$ cat src/rtl/vec_seq_pkg.sv
package vec_seq_pkg;

  typedef enum logic [1:0] {
    ACT_IDLE   = 2'd0,
    ACT_SCALAR = 2'd1,
    ACT_LOOP   = 2'd2,
    ACT_TRAP   = 2'd3
  } act_e;

  localparam int CLS_W = 3;
  // classes 0..4 loopable: ld/st imm, ld/st idx, alu, cr op, cond branch
  localparam logic [CLS_W-1:0] CLS_LAST_LOOPABLE = 3'd4;

  function automatic logic cls_loopable(logic [CLS_W-1:0] cls);
    return cls <= CLS_LAST_LOOPABLE;
  endfunction

endpackage

$ cat src/rtl/vec_seq_classify.sv
module vec_seq_classify
  import vec_seq_pkg::*;
(
  input  logic             valid_i,
  input  logic             prefixed_i,
  input  logic [CLS_W-1:0] cls_i,
  output act_e             act_o
);

  always_comb begin
    if (!valid_i)                act_o = ACT_IDLE;
    else if (!prefixed_i)        act_o = ACT_SCALAR;
    else if (cls_loopable(cls_i)) act_o = ACT_LOOP;
    else                         act_o = ACT_TRAP;
  end

endmodule

$ cat src/rtl/vec_seq_offset.sv
module vec_seq_offset #(
  parameter int MAX_VL = 64,
  parameter int VL_W   = 7,
  parameter int OFF_W  = $clog2(MAX_VL)
) (
  input  logic             clk_i,
  input  logic             rst_ni,
  input  logic [VL_W-1:0]  vl_i,
  input  logic             fire_hf_i,
  input  logic             step_i,
  output logic [OFF_W-1:0] off_o,
  output logic             last_o,
  output logic             loop_end_o
);

  localparam logic [VL_W-1:0] MAX_VL_V  = VL_W'(MAX_VL);
  localparam logic [VL_W-1:0] MAX_IDX_V = VL_W'(MAX_VL - 1);

  logic [OFF_W-1:0] off_q;
  logic [VL_W-1:0]  last_idx;
  logic             loop_end_q;

  // clamp length into 1..MAX_VL
  always_comb begin
    if (vl_i == '0)          last_idx = '0;
    else if (vl_i > MAX_VL_V) last_idx = MAX_IDX_V;
    else                     last_idx = vl_i - 1'b1;
  end

  assign last_o = VL_W'(off_q) >= last_idx;

  always_ff @(posedge clk_i or negedge rst_ni) begin
    if (!rst_ni) begin
      off_q      <= '0;
      loop_end_q <= 1'b0;
    end else begin
      loop_end_q <= step_i && last_o;
      if (fire_hf_i || step_i) off_q <= last_o ? '0 : off_q + 1'b1;
    end
  end

  assign off_o      = off_q;
  assign loop_end_o = loop_end_q;

  a_r4_hf_wrap: assert property (@(posedge clk_i) disable iff (!rst_ni)
    (fire_hf_i && last_o) |=> (off_q == '0));
  a_r7_wrap_flag: assert property (@(posedge clk_i) disable iff (!rst_ni)
    (step_i && last_o) |=> loop_end_o);
  a_r7_flag_zero: assert property (@(posedge clk_i) disable iff (!rst_ni)
    loop_end_o |-> (off_q == '0));
  a_r7_no_spurious_flag: assert property (@(posedge clk_i) disable iff (!rst_ni)
    !step_i |=> !loop_end_o);

endmodule

$ cat src/rtl/vec_seq_regmap.sv
module vec_seq_regmap #(
  parameter int NUM_OPS = 3,
  parameter int SRC_W   = 5,
  parameter int DST_W   = 7,
  parameter int OFF_W   = 6
) (
  input  logic [NUM_OPS*SRC_W-1:0] base_i,
  input  logic [OFF_W-1:0]         off_i,
  input  logic                     add_i,
  output logic [NUM_OPS*DST_W-1:0] regs_o
);

  logic [DST_W-1:0] delta;
  assign delta = add_i ? DST_W'(off_i) : '0;

  for (genvar k = 0; k < NUM_OPS; k++) begin : g_op
    assign regs_o[k*DST_W +: DST_W] = DST_W'(base_i[k*SRC_W +: SRC_W]) + delta;
  end

endmodule

$ cat src/rtl/vec_elem_seq.sv
module vec_elem_seq
  import vec_seq_pkg::*;
#(
  parameter int NUM_OPS   = 3,
  parameter int SRC_REG_W = 5,
  parameter int DST_REG_W = 7,
  parameter int MAX_VL    = 64,
  parameter int VL_W      = 7,
  localparam int OFF_W    = $clog2(MAX_VL)
) (
  input  logic                         clk_i,
  input  logic                         rst_ni,
  input  logic                         insn_valid_i,
  input  logic                         insn_prefixed_i,
  input  logic [2:0]                   insn_class_i,
  input  logic                         insn_vf_i,
  input  logic [VL_W-1:0]              vl_i,
  input  logic [NUM_OPS*SRC_REG_W-1:0] base_regs_i,
  input  logic                         step_i,
  input  logic                         elem_ready_i,
  output logic                         elem_valid_o,
  output logic [NUM_OPS*DST_REG_W-1:0] elem_regs_o,
  output logic [OFF_W-1:0]             elem_off_o,
  output logic                         insn_adv_o,
  output logic                         trap_o,
  output logic                         loop_end_o
);

  act_e             act;
  logic             fire, fire_hf, step_eff, last;
  logic [OFF_W-1:0] off;

  vec_seq_classify u_cls (
    .valid_i    (insn_valid_i),
    .prefixed_i (insn_prefixed_i),
    .cls_i      (insn_class_i),
    .act_o      (act)
  );

  assign fire     = elem_ready_i && (act == ACT_SCALAR || act == ACT_LOOP);
  assign fire_hf  = fire && (act == ACT_LOOP) && !insn_vf_i;
  // a step is its own instruction; ignore it while another is presented
  assign step_eff = step_i && !insn_valid_i;

  vec_seq_offset #(
    .MAX_VL (MAX_VL),
    .VL_W   (VL_W),
    .OFF_W  (OFF_W)
  ) u_off (
    .clk_i      (clk_i),
    .rst_ni     (rst_ni),
    .vl_i       (vl_i),
    .fire_hf_i  (fire_hf),
    .step_i     (step_eff),
    .off_o      (off),
    .last_o     (last),
    .loop_end_o (loop_end_o)
  );

  vec_seq_regmap #(
    .NUM_OPS (NUM_OPS),
    .SRC_W   (SRC_REG_W),
    .DST_W   (DST_REG_W),
    .OFF_W   (OFF_W)
  ) u_map (
    .base_i (base_regs_i),
    .off_i  (off),
    .add_i  (act == ACT_LOOP),
    .regs_o (elem_regs_o)
  );

  assign elem_valid_o = fire;
  assign trap_o       = (act == ACT_TRAP);
  assign insn_adv_o   = trap_o ||
                        (fire && (act == ACT_SCALAR || insn_vf_i || last));
  assign elem_off_o   = off;

  a_r2_trap_no_issue: assert property (@(posedge clk_i) disable iff (!rst_ni)
    trap_o |-> (!elem_valid_o && insn_adv_o));
  a_r2_trap_keeps_off: assert property (@(posedge clk_i) disable iff (!rst_ni)
    trap_o |=> $stable(elem_off_o));
  a_r5_vf_holds_off: assert property (@(posedge clk_i) disable iff (!rst_ni)
    (elem_valid_o && insn_prefixed_i && insn_vf_i) |=> $stable(elem_off_o));
  a_r8_step_masked: assert property (@(posedge clk_i) disable iff (!rst_ni)
    (step_i && insn_valid_i && !elem_valid_o) |=> $stable(elem_off_o));
  a_r9_stall_holds: assert property (@(posedge clk_i) disable iff (!rst_ni)
    (insn_valid_i && !elem_ready_i) |=> $stable(elem_off_o));
  a_r9_no_adv_stalled: assert property (@(posedge clk_i) disable iff (!rst_ni)
    (!elem_ready_i && !trap_o) |-> !insn_adv_o);
  a_r10_scalar_holds: assert property (@(posedge clk_i) disable iff (!rst_ni)
    (elem_valid_o && !insn_prefixed_i) |=> $stable(elem_off_o));

endmodule

$ cat config.mk
export PLATFORM = sky130hd
export DESIGN_NAME = vec_elem_seq
export DESIGN_NICKNAME = d
export VERILOG_FILES = /design/src/rtl/vec_seq_pkg.sv /design/src/rtl/vec_seq_classify.sv /design/src/rtl/vec_seq_offset.sv /design/src/rtl/vec_seq_regmap.sv /design/src/rtl/vec_elem_seq.sv
export SDC_FILE = /design/constraint.sdc
export NUM_CORES = 1
export LEC_CHECK = 0
export BUFFER_PORTS_ARGS = -buffer_cell sky130_fd_sc_hd__buf_2
export CORE_MARGIN = 1.5
export CORE_UTILIZATION = 47
export CTS_CLUSTER_DIAMETER = 200
export DETAILED_ROUTE_END_ITERATION = 12
export GPL_ROUTABILITY_DRIVEN = 0
export GPL_TIMING_DRIVEN = 0
export HOLD_SLACK_MARGIN = 0.06
export PLACE_DENSITY = 0.81
export SLEW_MARGIN = 20
export SYNTH_ARGS = -nofsm -noshare
export SYNTH_HDL_FRONTEND = slang
export SYNTH_SLANG_ARGS = --single-unit
$ cat constraint.sdc
create_clock -name clk_i -period 2.45 [get_ports clk_i]
set_clock_uncertainty 0.15 [all_clocks]
set_input_delay 0.1225 -clock clk_i [delete_from_list [all_inputs] [get_ports clk_i]]
set_output_delay 0.1225 -clock clk_i [all_outputs]
set_load 0.01 [all_outputs]
Word level (Yosys, flattened, before mapping)
Cells that the tools add are included.
Operators by class
  $add $sub $neg: 5
  order comparisons: 3
  equal/unequal tests: 3
  mux-type cells: 7
  reduce and logical (&&, ||, !) cells: 14
Operator list (number)
  adder 5 x 7 -> 7 bit: 3
  2-to-1 mux 7 bit: 2
  2-to-1 mux 6 bit: 2
  greater-or-equal comparator 6 x 7 -> 1 bit: 1
  > comparator 7 bit (second input constant): 1
  zero test 7 bit: 1
  subtractor 7 x 1 -> 7 bit (second input constant): 1
  adder 6 x 1 -> 6 bit (second input constant): 1
  logical AND 1 bit: 6
  logical OR 1 bit: 5
  == test 2 bit (second input constant): 2
  2-to-1 mux 2 bit: 2
  less-or-equal comparator 3 bit (second input constant): 1
  == test 2 x 1 -> 1 bit (second input constant): 1
  zero test 1 bit: 2
  2-to-1 mux 1 bit: 1
Word-level totals
  register bits after elaboration: 7

Logic depth before layout (Yosys ltp)
Gate-level depths: netlist of run 1.
  word-level depth: 10
  gate-level depth with buffers: 12

Modules after synthesis
Synthesis of run 1 repeated with hierarchy kept, for this count alone.
Unflattened totals
  cells, all modules: 216
  area, all modules: 1652.8 um^2
By module, submodules not included
  vec_seq_regmap: instances 1, cells each 117, area each 860.8 um^2
  vec_seq_offset: instances 1, cells each 85, area each 694.4 um^2
  vec_elem_seq: instances 1, cells each 11, area each 78.8 um^2
  vec_seq_classify: instances 1, cells each 3, area each 18.8 um^2

Least setup slack after synthesis of run 1
No wires, ideal clock.
  path kind: input -> output
  start: input port vl_i[3]
  end: output port insn_adv_o
  data arrival time: 2.142 ns
  required time: 2.178 ns
  slack: 0.036 ns
  stages: 10
  buffers on the path: 0
  cell sequence: nor4_1 -> nand2_1 -> or2_2 -> a21boi_0 -> ha_1 -> nor2b_1 -> o21ai_0 -> a221oi_4 -> or2_2 -> a21oi_1
On the way
  longest elaborated chain between the ends: 7
RTL lines
  from (decl): RTL line vec_elem_seq.sv:17  | input logic [VL_W-1:0] vl_i,
  subtractor 7 x 1 -> 7 bit / > comparator 7 bit (equally long branches): RTL line vec_seq_offset.sv:27, vec_seq_offset.sv:26
  2-to-1 mux 7 bit: RTL line vec_seq_offset.sv:26  | else if (vl_i > MAX_VL_V) last_idx = MAX_IDX_V;
  2-to-1 mux 7 bit (*): RTL line vec_seq_offset.sv:25  | if (vl_i == '0) last_idx = '0;
  greater-or-equal comparator 6 x 7 -> 1 bit (*): RTL line vec_seq_offset.sv:30  | assign last_o = VL_W'(off_q) >= last_idx;
  logical OR 1 bit (*): RTL line vec_elem_seq.sv:75  | (fire && (act == ACT_SCALAR || insn_vf_i || last));
  logical AND 1 bit (*): RTL line vec_elem_seq.sv:75
  logical OR 1 bit (*): RTL line vec_elem_seq.sv:74  | assign insn_adv_o = trap_o ||
  to (decl): RTL line vec_elem_seq.sv:24  | output logic insn_adv_o,
Every way passes the cells marked *; elsewhere a longest branch is shown, timed or not.

Worst setup path in the final report of run 1
Same ends and word-level chain as after synthesis.

==> results by group, run 1 <==
Detailed routing
  – Iteration-0 DRC Markers: 39
  – Vias/cell: about 5.3
  – Routed WL per cell: 13.1 µm
  – Initial DRT Pass Iterations: 4
  – Drt total wl: 3570 µm
  – Via Count: 1,452
  – Antenna viol nets, final: 0
  – Post-route DRC violation count: 0

GRT
  – Number of global-route vias before repair: about 1,300
  – Total gr overflow: 0
  – Largest net degree at the start of global routing: 10
  – Antenna violations before repair: 0
  – First-pass GRT wire length: roughly 5500 µm
  – Gr usage total: 0.209

Floorplan
  – Die area: 0.00320 mm²
  – Core area: ~0.0027 mm²
  – Die Ht: 56.5 µm
  – Die width: roughly 57 µm
  – Ports: 63
  – Starting Density: 0.493
  – Row count: 19

Clock network
  – Clock latency on the worst-skew pair: 0.26 ns
  – Clk sinks: 7
  – Number of H-tree levels: 1
  – CTS tree: done
  – Clock-pin slew on the worst setup and hold paths: 0.06 ns
  – Clk Tree Root Cell: clkbuf_4
  – CTS buffer count: 3
  – Max Buffers Root-to-Sink: 2

Synth
  – Top_reg_cell synth: dfrtp_1
  – YS warnings: 0
  – FF+latch count, synth: 7
  – Cell Area, Synth: 0.00135 mm²
  – Syn Area/Cell: 8.48 µm²
  – Post-synthesis sequential area ratio: 0.130
  – EDFF count, synth: 0
  – Count of different cell masters after synthesis: 35
  – Syn Nets: between 200 and 250
  – Ys async rst share: 1.00
  – Mapped Cells: 159

STA
  – Fin crit period: about 2.5 ns
  – RSZ-0062 raised after global routing: true
  – Setup_tns: -0.0286 ns
  – Final Max Tran Viols: 0
  – Setup ws final: -0.0286 ns
  – Slew @ Worst Pin: roughly 0.32 ns
  – Period utilisation layout: 1.01
  – Final hold violation count: 0
  – Achievable Freq: between 400 and 500 MHz
  – Final setup fails: 1
  – Worst slew margin: 0.784

Finish
  – Commonest non-fill, non-tap cells in the layout: buf_2 (60), ha_1 (20), buf_4 (15)
  – Final #Nets: 302
  – Share of layout cells above drive strength 1: 0.508
  – # diodes: 0
  – Layout Utilization: 0.742
  – Fin area: 0.00203 mm²
  – Layout area overhead: 50.5%
  – Commonest non-fill, non-tap cell in the layout: buf_2

Status
  – Outcome: finished, violations left
  – Failing checks: negative setup slack

Worst setup path
  – Worst-path cell chain: buf_8 > nor4_4 > nand2_1 > or2_4 > a21boi_2 > ha_1 > nor2b_1 > o21ai_2 > a221oi_4 > or2_4 > a21oi_2 > buf_2
  – Crit path required time: 2.18 ns
  – Critical-path maximum fanout: 5
  – Setup slack, reg-to-reg: 0.38 ns
  – Worst path buffer plus inverter count: 2
  – Worst setup startpoint: vl_i[3]
  – Most used cell, CP: or2_4
  – CP delay by family, top: simple AND/OR/NAND/NOR gates
  – WP data arrival: 2.21 ns
  – Slowest CP cell: ha_1
  – Kind of critical path: input pin to output port
  – CP max stage delay: 0.29 ns
  – Critical Path Sink Type: output port
  – R2R cell count: 9
  – CP startpoint kind: input pin
  – R2r startpoint: u_off.off_o[0]
  – Capturing point of the worst reg2reg path: u_off.off_o[4]

Power
  – Worst ir drop on vdd: roughly 0.44 mV
  – Net Sw Frac: 0.421
  – Seq pwr share: 0.234
  – Power Dens Cells: 328 mW/mm²
  – Sw Pwr: 0.000280 W
  – Int Power: 0.000385 W
  – Leakage: between 1 and 1.5 nW
  – Gate power share: 0.598
  – Clock share of power: 0.168

Placement
  – PortBufs: 62
  – DP Area: 0.00170 mm²
  – Hpwl dp: 2560 µm

Worst hold path
  – HP Class: input pin to async pin

Job
  – Max-cap violations: 0
## per-stage QoR
step,total power (W),hold slack (ns),instances,worst slack [ns]
final,0.000665,0.0703,273,-0.0286
after global routing,0.000718,0.0865,273,-0.158
after CTS,0.000586,0.0868,263,-0.0303
after detailed placement,0.000451,-0.183,252,-0.439
after global placement,0.000444,-0.187,252,-0.434
after floorplan,0.000340,-0.323,159,0.0357
## worst max-delay path by stage
stage	to	slack, ns	cells past startpoint
2_1_floorplan	insn_adv_o	0.04	10
3_5_place_dp	insn_adv_o	-0.44	12
4_1_cts	insn_adv_o	-0.03	12
5_1_grt	insn_adv_o	-0.16	12
3_3_place_gp	insn_adv_o	-0.43	12
6_report	insn_adv_o	-0.03	12
## worst register-to-register path, cell delays in order (launching register included)
cell	delay [ns]
dfrtp_1	0.39
inv_2	0.07
buf_4	0.14
ha_1	0.27
nor2b_1	0.05
o21ai_2	0.20
a221oi_4	0.10
buf_4	0.16
nor3b_4	0.32
nor3_2	0.09
## state kept, by name (all words and copies together), names as in the netlist
name / cells
u_off.loop_end_o: 1
u_off.off_o: 6
## power by group through the flow
stage	Combinational, W	Clock (W)	Sequential (W)
floorplan	0.000182	0	0.000159
global placement	0.000288	0	0.000156
detailed placement	0.000295	0	0.000156
CTS	0.000325	0.000107	0.000154
global route	0.000439	0.000120	0.000159
finish	0.000398	0.000112	0.000156
## cell usage after synthesis, drive strengths merged, types with 3 or more instances
| cell type | instances | area share |
|---|---|---|
| fa | 3 | 0.045 |
| a21o | 7 | 0.039 |
| dfrtp | 7 | 0.13 |
| nand2 | 14 | 0.039 |
| xor2 | 8 | 0.052 |
| nor2 | 14 | 0.039 |
| a21oi | 19 | 0.079 |
| xnor2 | 8 | 0.052 |
| ha | 24 | 0.22 |
| and2 | 4 | 0.019 |
| nor3 | 5 | 0.033 |
| mux2i | 4 | 0.030 |
| inv | 10 | 0.028 |
| o21bai | 3 | 0.017 |
| and3 | 3 | 0.014 |
| o21ai | 6 | 0.033 |
## routing by layer
metal	part of all wire	vias to the layer above	wire, µm	GRT usage
li1	-	738	-	-
met1	0.41	664	1450	0.236
met2	0.54	42	1910	0.400
met3	0.038	8	135	0.0184
met4	0.020	0	73	0.0714
met5	0	-	0	0
## cell type report
| cell class | count | area (µm²) |
|---|---|---|
| Clock buffer | 4 | 26.3 |
| Fill cell | 213 | 706 |
| Inverter | 10 | 37.5 |
| Multi-Input combinational cell | 142 | 1290 |
| Sequential cell | 7 | 175 |
| Tap cell | 31 | 38.8 |
| Timing Repair Buffer | 79 | 459 |
## logic make-up (layout without fill, tap and decap cells)
kind of cell,count (synthesis),after routing,share of synthesized area
DFF,7,7,0.130
and+or+nand+nor,54,54,0.227
xor gates and xnor gates,16,16,0.104
AOI/OAI and AO/OA,41,41,0.214
adders and majority gates,27,27,0.267
buffers and inverters,10,93,0.0279
muxes,4,4,0.0297
## repair_timing
| item | in CTS | in global routing |
|---|---|---|
| pin swaps | 9 | 26 |
| gates resized for setup | 17 | 32 |
| endpoints found under the setup margin | 18 | 10 |
| endpoints found under the hold margin | 8 | 0 |
| hold buffers | 2 | 0 |
| buffers inserted | 5 | 10 |
Note: power is estimated with default switching activity, not from simulation.
==> inputs of run 2 (changes only) <==
--- a/config.mk
+++ b/config.mk
@@ -15,4 +15,5 @@
 export HOLD_SLACK_MARGIN = 0.06
 export PLACE_DENSITY = 0.81
+export SETUP_SLACK_MARGIN = 0.02
 export SLEW_MARGIN = 20
 export SYNTH_ARGS = -nofsm -noshare
--- a/constraint.sdc
+++ b/constraint.sdc
@@ -3,3 +3,3 @@
 set_input_delay 0.1225 -clock clk_i [delete_from_list [all_inputs] [get_ports clk_i]]
 set_output_delay 0.1225 -clock clk_i [all_outputs]
-set_load 0.01 [all_outputs]
+set_load 0.1 [all_outputs]
==> run 2 against run 1 <==
Net effect: the flow now stops in 5_1_grt; synthesized area did not move; synthesized cell count did not move.
==> results by group, run 2 <==
Placement
  – Hpwl dp: 3030 µm (was 2560 µm)
  – Worst slack, placed: -0.368 ns (was -0.439 ns)
  – PortBufs: 62 (unchanged)

STA
  – Worst endpoint after global-route timing repair: elem_regs_o[12]
  – WEP type: output port

Synth
  – Post-synthesis sequential area ratio: 0.130 (unchanged)
  – Top_reg_cell synth: dfrtp_1 (unchanged)
  – Synth top cells by count: ha_1 (24), a21oi_1 (18), nand2_1 (14), nor2_1 (14), inv_1 (10) (unchanged)
  – Ys async rst share: 1.00 (unchanged)
  – Leading area contributor after synthesis: ha_1 (unchanged)
  – Syn Nets: 218 (unchanged)
  – Largest cells by area after synthesis: ha_1 (22%), dfrtp_1 (13%), a21oi_1 (6.7%), xnor2_1 (5.2%), xor2_1 (5.2%) (unchanged)
  – Top cell type's share of synthesized area: 0.223 (unchanged)
  – Cell Area, Synth: 0.00135 mm² (unchanged)
  – Most common cell in the netlist: ha_1 (unchanged)
  – FF+latch count, synth: 7 (unchanged)
  – Mapped Cells: 159 (unchanged)
  – YS warnings: 0 (unchanged)
  – EDFF count, synth: 0 (unchanged)
  – Syn Area/Cell: 8.48 µm² (unchanged)
  – Count of different cell masters after synthesis: 35 (unchanged)

Clock network
  – Clk Tree Root Cell: clkbuf_4 (unchanged)
  – Clk sinks: 7 (unchanged)
  – CTS buffer count: 3 (unchanged)
  – Max Buffers Root-to-Sink: 2 (unchanged)
  – Number of H-tree levels: 1 (unchanged)

Floorplan
  – Row count: 19 (unchanged)
  – Ports: 63 (unchanged)
  – Die Ht: 56.5 µm (unchanged)
  – Die width: 56.5 µm (unchanged)
  – Starting Density: 0.493 (unchanged)

Status
  – Outcome: did not finish (was finished, violations left)
  – Last stage: 5_1_grt
  – Tool error: [ERROR GRT-0232] Routing congestion too high. Check the congestion heatmap in the GUI.

GRT
  – Total gr overflow: 65
  – Gr usage total: 0.753
  – Largest net degree at the start of global routing: 10
-- run 2: cell counts after synthesis --
Identical to the previous run, type by type.
-- run 2: timing repair --
action	CTS
setup endpoints to repair	16
gates resized for setup	80
endpoints found under the hold margin	8
hold buffers	2
setup buffers	20
pin swaps	39
-- run 2: layer usage --
metal | GRT usage | overflow
met1 | 0.789 | 1
met2 | 0.960 | 33
met3 | 0.459 | 0
met4 | 0.820 | 31
met5 | 0 | 0
-- run 2: cells by family after synthesis --
family / share of synthesized area
and+or+nand+nor: 0.227
AOI/OAI and AO/OA: 0.214
adders and majority gates: 0.267
xor gates and xnor gates: 0.104
buffers and inverters: 0.0279
DFF: 0.130
muxes: 0.0297
-- run 2: stage by stage --
step / setup TNS, ns / instances / cell area [µm²] / hold WS [ns]
3_5_place_dp: -2.78 / 252 / 2040 / -0.187
3_3_place_gp: -2.04 / 252 / 2040 / -0.192
2_1_floorplan: -1.34 / 159 / 1690 / -0.323
4_1_cts: -0.655 / 278 / 2550 / 0.0812
==> inputs of run 3 (changes only) <==
CORE_UTILIZATION = 35   (was 47)
CTS_CLUSTER_DIAMETER = not set   (was 200)
HOLD_SLACK_MARGIN = not set   (was 0.06)
PLACE_DENSITY = not set   (was 0.81)
PLACE_DENSITY_LB_ADDON = 0.15   (was not set)
SETUP_SLACK_MARGIN = not set   (was 0.02)
==> run 3 against run 2 <==
Net effect: the flow now finishes, with violations (negative setup slack).
==> results by group, run 3 (synthesis results as in run 1) <==
GRT
  – Number of global-route vias before repair: approximately 1,600
  – Gr usage total: 0.223
  – Total gr overflow: 0
  – Antenna violations before repair: 0
  – Largest net degree at the start of global routing: 10
  – First-pass GRT wire length: between 7000 and 8000 µm

Floorplan
  – Starting Density: 0.365 (was 0.493)
  – Row count: 22 (was 19)
  – Die Ht: 65.1 µm (was 56.5 µm)
  – Die area: around 0.0042 mm²
  – Ports: 63 (unchanged)
  – Core area: between 0.003 and 0.004 mm²
  – Die width: 65.1 µm (was 56.5 µm)

Finish
  – Commonest non-fill, non-tap cells in the layout: buf_2 (45), buf_4 (19), ha_1 (14)
  – Final #Nets: 306
  – Share of layout cells above drive strength 1: 0.667
  – Layout area overhead: 97.1%
  – # diodes: 0
  – Max reg flops: 6
  – Layout Utilization: 0.720
  – Commonest non-fill, non-tap cell in the layout: buf_2
  – Fin area: 0.00266 mm²

Worst setup path
  – CP max stage delay: 0.48 ns
  – WP data arrival: 2.29 ns
  – Capturing point of the worst reg2reg path: u_off.off_o[3]
  – Setup slack, reg-to-reg: 0.39 ns
  – Critical Path Sink Type: output port
  – R2r startpoint: u_off.off_o[1]
  – Worst-path cell chain: inv_4 > nor2_4 > buf_4 > buf_4 > fa_2 > a21o_1 > a21oi_4 > inv_2 > a21oi_4 > nor2_4 > buf_12
  – Critical-path maximum fanout: 5
  – CP startpoint kind: flop
  – R2R cell count: 8
  – Crit path required time: 2.18 ns
  – Kind of critical path: flop to output port
  – Slowest CP cell: dfrtp_4

Detailed routing
  – Routed WL per cell: 14.9 µm
  – Via Count: 1,477
  – Post-route DRC violation count: 0
  – Antenna viol nets, final: 0
  – Iteration-0 DRC Markers: 36
  – Drt total wl: 4370 µm
  – Vias/cell: 5.02
  – Initial DRT Pass Iterations: 4

Power
  – Leakage: 1.21 nW
  – Worst ir drop on vdd: around 0.62 mV
  – Power Dens Cells: 439 mW/mm²

STA
  – Slew @ Worst Pin: 0.494 ns
  – Period utilisation layout: 1.05
  – RSZ-0062 raised after global routing: true
  – Fin crit period: 2.57 ns
  – Final Max Tran Viols: 0
  – Worst slew margin: 0.673
  – Achievable Freq: 389 MHz
  – Setup ws final: -0.117 ns
  – Final setup fails: 9
  – Final hold violation count: 0

Worst hold path
  – HP Class: input pin to flop
  – HP Start: step_i
  – Worst hold path stage count: 3
  – Hold Crit Endpoint: u_off.loop_end_o

Clock network
  – Number of H-tree levels: 1 (unchanged)
  – Clk Tree Root Cell: clkbuf_8 (was clkbuf_4)
  – Clk sinks: 7 (unchanged)
  – Max Buffers Root-to-Sink: 2 (unchanged)
  – CTS tree: done
  – Clock latency on the worst-skew pair: 0.22 ns
  – Clock-pin slew on the worst setup and hold paths: 0.04 ns
  – CTS buffer count: 3 (unchanged)

Placement
  – DP Area: 0.00206 mm² (was 0.00204 mm²)
  – Worst slack, placed: -0.363 ns (was -0.368 ns)
  – Hpwl dp: 2920 µm (was 3030 µm)
  – PortBufs: 62 (unchanged)

Status
  – Failing checks: negative setup slack
  – Outcome: finished, violations left (was did not finish)

Job
  – Max-cap violations: 0
-- run 3: through the flow --
stage | instances | hold WS, ns | power, W | TNS (ns)
CTS | 289 | 0.0592 | 0.00113 | -0.587
finish | 294 | 0.0637 | 0.00117 | -0.604
floorplan | 159 | -0.323 | 0.000765 | -1.38
global placement | 269 | -0.190 | 0.000854 | -2.48
global route | 294 | 0.0939 | 0.00123 | -1.43
detailed placement | 269 | -0.187 | 0.000868 | -2.86
-- run 3: report_power, final --
group | leakage (nW) | switching [W] | internal (W)
combinational | 1.10 | 0.000589 | 0.000252
sequential | 0.0852 | 0.0000234 | 0.000141
clock | 0.0228 | 0.0000476 | 0.000112
total | 1.21 | 0.000660 | 0.000505
-- run 3: metal layers --
metal / vias to the layer above / track usage / routed length, µm
met5: - / 0 / 0
li1: 737 / - / -
met3: 4 / 0.0260 / 175
met1: 696 / 0.249 / 1700
met2: 40 / 0.448 / 2470
met4: 0 / 0.0391 / 28
-- run 3: critical path, delay by kind of cell, from the launching register on --
family	cells	cell delay [ns]
adder cells (fa/ha/maj)	1	0.36
buffers and inverters	5	0.59
AND/OR/NAND/NOR	2	0.11
flip-flops	1	0.48
AO/OA/AOI/OAI	3	0.53
-- run 3: cell type report --
| cell class | instances | area, µm² |
|---|---|---|
| fill | 266 | 1030 |
| tap | 48 | 60.1 |
| sequential | 7 | 188 |
| inverter | 10 | 42.5 |
| multi-input combinational | 142 | 1660 |
| timing repair buffer | 83 | 666 |
| clock buffer | 4 | 45.0 |
-- run 3: timing repair --
action,in CTS,in global routing
setup endpoints to repair,14,15
hold buffers,1,0
buffers inserted,15,5
gates resized for setup,71,19
hold endpoints to repair,7,0
pin swaps,38,24
-- run 3: how the worst max path moves through the flow --
| stage | from | endpoint | slack [ns] | depth (start not counted) |
|---|---|---|---|---|
| global route | u_off.off_o[1] | elem_regs_o[13] | -0.19 | 11 |
| finish | u_off.off_o[1] | elem_regs_o[13] | -0.12 | 11 |
| detailed placement | insn_class_i[0] | elem_regs_o[12] | -0.36 | 10 |
| floorplan | u_off.off_o[1] | elem_regs_o[19] | -0.24 | 8 |
| CTS | u_off.off_o[0] | elem_regs_o[6] | -0.14 | 10 |
| global placement | vl_i[3] | insn_adv_o | -0.34 | 11 |
==> inputs of run 4 (changes only) <==
==> constraint.sdc (replaced) <==
create_clock -name clk_i -period 2.45 [get_ports clk_i]
set_clock_uncertainty 0.15 [all_clocks]
set_input_delay 0.49 -clock clk_i [delete_from_list [all_inputs] [get_ports clk_i]]
set_output_delay 0.49 -clock clk_i [all_outputs]
set_load 0.1 [all_outputs]
==> run 4 against run 3 <==
Net effect: the run still ends with negative setup slack left; final area is 12% higher; fmax is 21% lower; die area stayed put; via count is 4.9% higher; clock power is 4% higher; core utilization is 8.3 points higher; worst hold slack better by 0.36 ns; global-route usage hardly changed; combinational power is 12% higher; wire length is 12% higher; critical path type is now input pin to output port; critical endpoint is now insn_adv_o; highest routed layer unchanged.
==> results by group, run 4 (synthesis results as in run 1) <==
Clock network
  – Number of H-tree levels: 1 (unchanged)
  – Clock-pin slew on the worst setup and hold paths: 0.05 ns (was 0.04 ns)
  – Clk sinks: 7 (unchanged)
  – CTS buffer count: 3 (unchanged)
  – Max Buffers Root-to-Sink: 2 (unchanged)
  – Clock latency on the worst-skew pair: 0.23 ns (was 0.22 ns)
  – CTS tree: done (unchanged)
  – Clk Tree Root Cell: clkbuf_8 (unchanged)

STA
  – Final setup fails: 25 (was 9)
  – Final Max Tran Viols: 0 (unchanged)
  – RSZ-0062 raised after global routing: true (unchanged)
  – Setup_tns: -9.70 ns (was -0.604 ns)
  – Worst slew margin: 0.474 (was 0.673)
  – Slew @ Worst Pin: 0.787 ns (was 0.494 ns)
  – Achievable Freq: 307 MHz (was 389 MHz)
  – Setup ws final: -0.802 ns (was -0.117 ns)
  – Fin crit period: 3.25 ns (was 2.57 ns)
  – Final hold violation count: 0 (unchanged)
  – Period utilisation layout: 1.33 (was 1.05)

Finish
  – # diodes: 0 (unchanged)
  – Max reg flops: 6 (unchanged)
  – Fin area: 0.00296 mm² (was 0.00266 mm²)
  – Final #Nets: 312 (was 306)
  – Layout area overhead: 120% (was 97.1%)
  – Commonest non-fill, non-tap cell in the layout: buf_2 (unchanged)
  – Share of layout cells above drive strength 1: 0.702 (was 0.667)
  – Commonest non-fill, non-tap cells in the layout: buf_2 (38), buf_6 (20), buf_12 (16) (was buf_2 (45), buf_4 (19), ha_1 (14))
  – Layout filler cell count: 209 (was 266)

Worst setup path
  – Worst path buffer plus inverter count: 2 (was 5)
  – Setup slack, reg-to-reg: 0.36 ns (was 0.39 ns)
  – CP max stage delay: 0.31 ns (was 0.48 ns)
  – CP startpoint kind: input pin (was flop)
  – Most used cell, CP: or2_4
  – Kind of critical path: input pin to output port (was flop to output port)
  – Critical Path Sink Type: output port (unchanged)
  – Critical-path maximum fanout: 5 (unchanged)
  – Crit path required time: 1.81 ns (was 2.18 ns)
  – Worst-path cell chain: buf_8 > nor4_4 > nand2_1 > or2_4 > a21boi_2 > ha_1 > nor2b_4 > o21ai_4 > a221oi_4 > or2_4 > a21oi_4 > buf_12 (was inv_4 > nor2_4 > buf_4 > buf_4 > fa_2 > a21o_1 > a21oi_4 > inv_2 > a21oi_4 > nor2_4 > buf_12)
  – Slowest CP cell: ha_1 (was dfrtp_4)
  – CP delay by family, top: simple AND/OR/NAND/NOR gates (was buffers and inverters)
  – WP data arrival: 2.61 ns (was 2.29 ns)

Power
  – Leakage: 1.32 nW (was 1.21 nW)
  – Power Dens Cells: 433 mW/mm² (was 439 mW/mm²)
  – Total power: 0.00128 W (was 0.00117 W)
  – Worst ir drop on vdd: 0.361 mV (was 0.617 mV)

GRT
  – Largest net degree at the start of global routing: 10 (unchanged)
  – Number of global-route vias before repair: 1,599 (was 1,573)
  – Antenna violations before repair: 0 (unchanged)
  – Total gr overflow: 0 (unchanged)
  – Gr usage total: 0.222 (was 0.223)
  – First-pass GRT wire length: 7300 µm (was 7250 µm)

Floorplan
  – Core area: 0.00369 mm² (unchanged)
  – Die Ht: 65.1 µm (unchanged)
  – Starting Density: 0.365 (unchanged)
  – Row count: 22 (unchanged)
  – Ports: 63 (unchanged)
  – Die area: 0.00423 mm² (unchanged)
  – Die width: 65.1 µm (unchanged)

Detailed routing
  – Routed WL per cell: 16.4 µm (was 14.9 µm)
  – Drt total wl: 4910 µm (was 4370 µm)
  – Antenna viol nets, final: 0 (unchanged)
  – Vias/cell: 5.16 (was 5.02)
  – Post-route DRC violation count: 0 (unchanged)
  – Iteration-0 DRC Markers: 31 (was 36)
  – Via Count: 1,549 (was 1,477)
  – Initial DRT Pass Iterations: 4 (unchanged)

Status
  – Failing checks: negative setup slack (unchanged)
  – Outcome: finished, violations left (unchanged)

Placement
  – PortBufs: 62 (unchanged)
  – Hpwl dp: 3140 µm (was 2920 µm)
  – DP Area: 0.00219 mm² (was 0.00206 mm²)

Worst hold path
  – HP Class: input pin to flop (unchanged)

Job
  – Max-cap violations: 0 (unchanged)
## run 4: tightest hold or removal path, delay by kind of cell
family	cells	cell delay, ns
and+or+nand+nor	2	0.18
buffers and inverters	1	0.10
## run 4: power breakdown
group	switching [W]	internal, W
sequential	0.0000312	0.000141
clock	0.0000562	0.000111
combinational	0.000618	0.000325
## run 4: stage by stage
stage,hold slack [ns],utilization,std cells,setup slack [ns]
finish,0.421,0.803,300,-0.802
floorplan,0.0444,-,159,-0.761
detailed placement,0.184,0.595,269,-1.10
CTS,0.419,0.747,291,-0.787
global placement,0.176,0.595,269,-1.00
global route,0.439,0.803,300,-0.895
## run 4: layer usage
layer  GRT usage  up-vias  share of wire
li1            -      750              -
met1       0.230      750           0.36
met2       0.466       36           0.59
met3      0.0208       13          0.026
met4      0.0521        0          0.023
met5           0        -              0
## run 4: timing repair
item,CTS,global route
hold endpoints to repair,7,0
pin swaps,31,25
buffers inserted,17,11
endpoints found under the setup margin,26,26
gates resized for setup,99,33
gates cloned,0,0
hold buffers,1,0
## run 4: final timing paths
kind,start,to,depth (start not counted)
worst min register to register,u_off.off_o[1],u_off.off_o[1],2
worst max register to register,u_off.off_o[0],u_off.off_o[5],10
max in group asynchronous,rst_ni,u_off.off_o[3],2
min in group asynchronous,rst_ni,u_off.off_o[4],2
worst min-delay path,step_i,u_off.loop_end_o,3
worst max-delay path,vl_i[4],insn_adv_o,12
## run 4: area by class of cell
type / count / area, µm² / share of cell area
multi-input cells: 142 / 1770 / 0.597
flip-flops and latches: 7 / 186 / 0.0629
clock buffers: 3 / 41.3 / 0.0139
well taps: 48 / 60.1 / 0.0203
repair buffers: 89 / 858 / 0.290
clock inverters: 1 / 5.00 / 0.00169
inverters: 10 / 42.5 / 0.0144
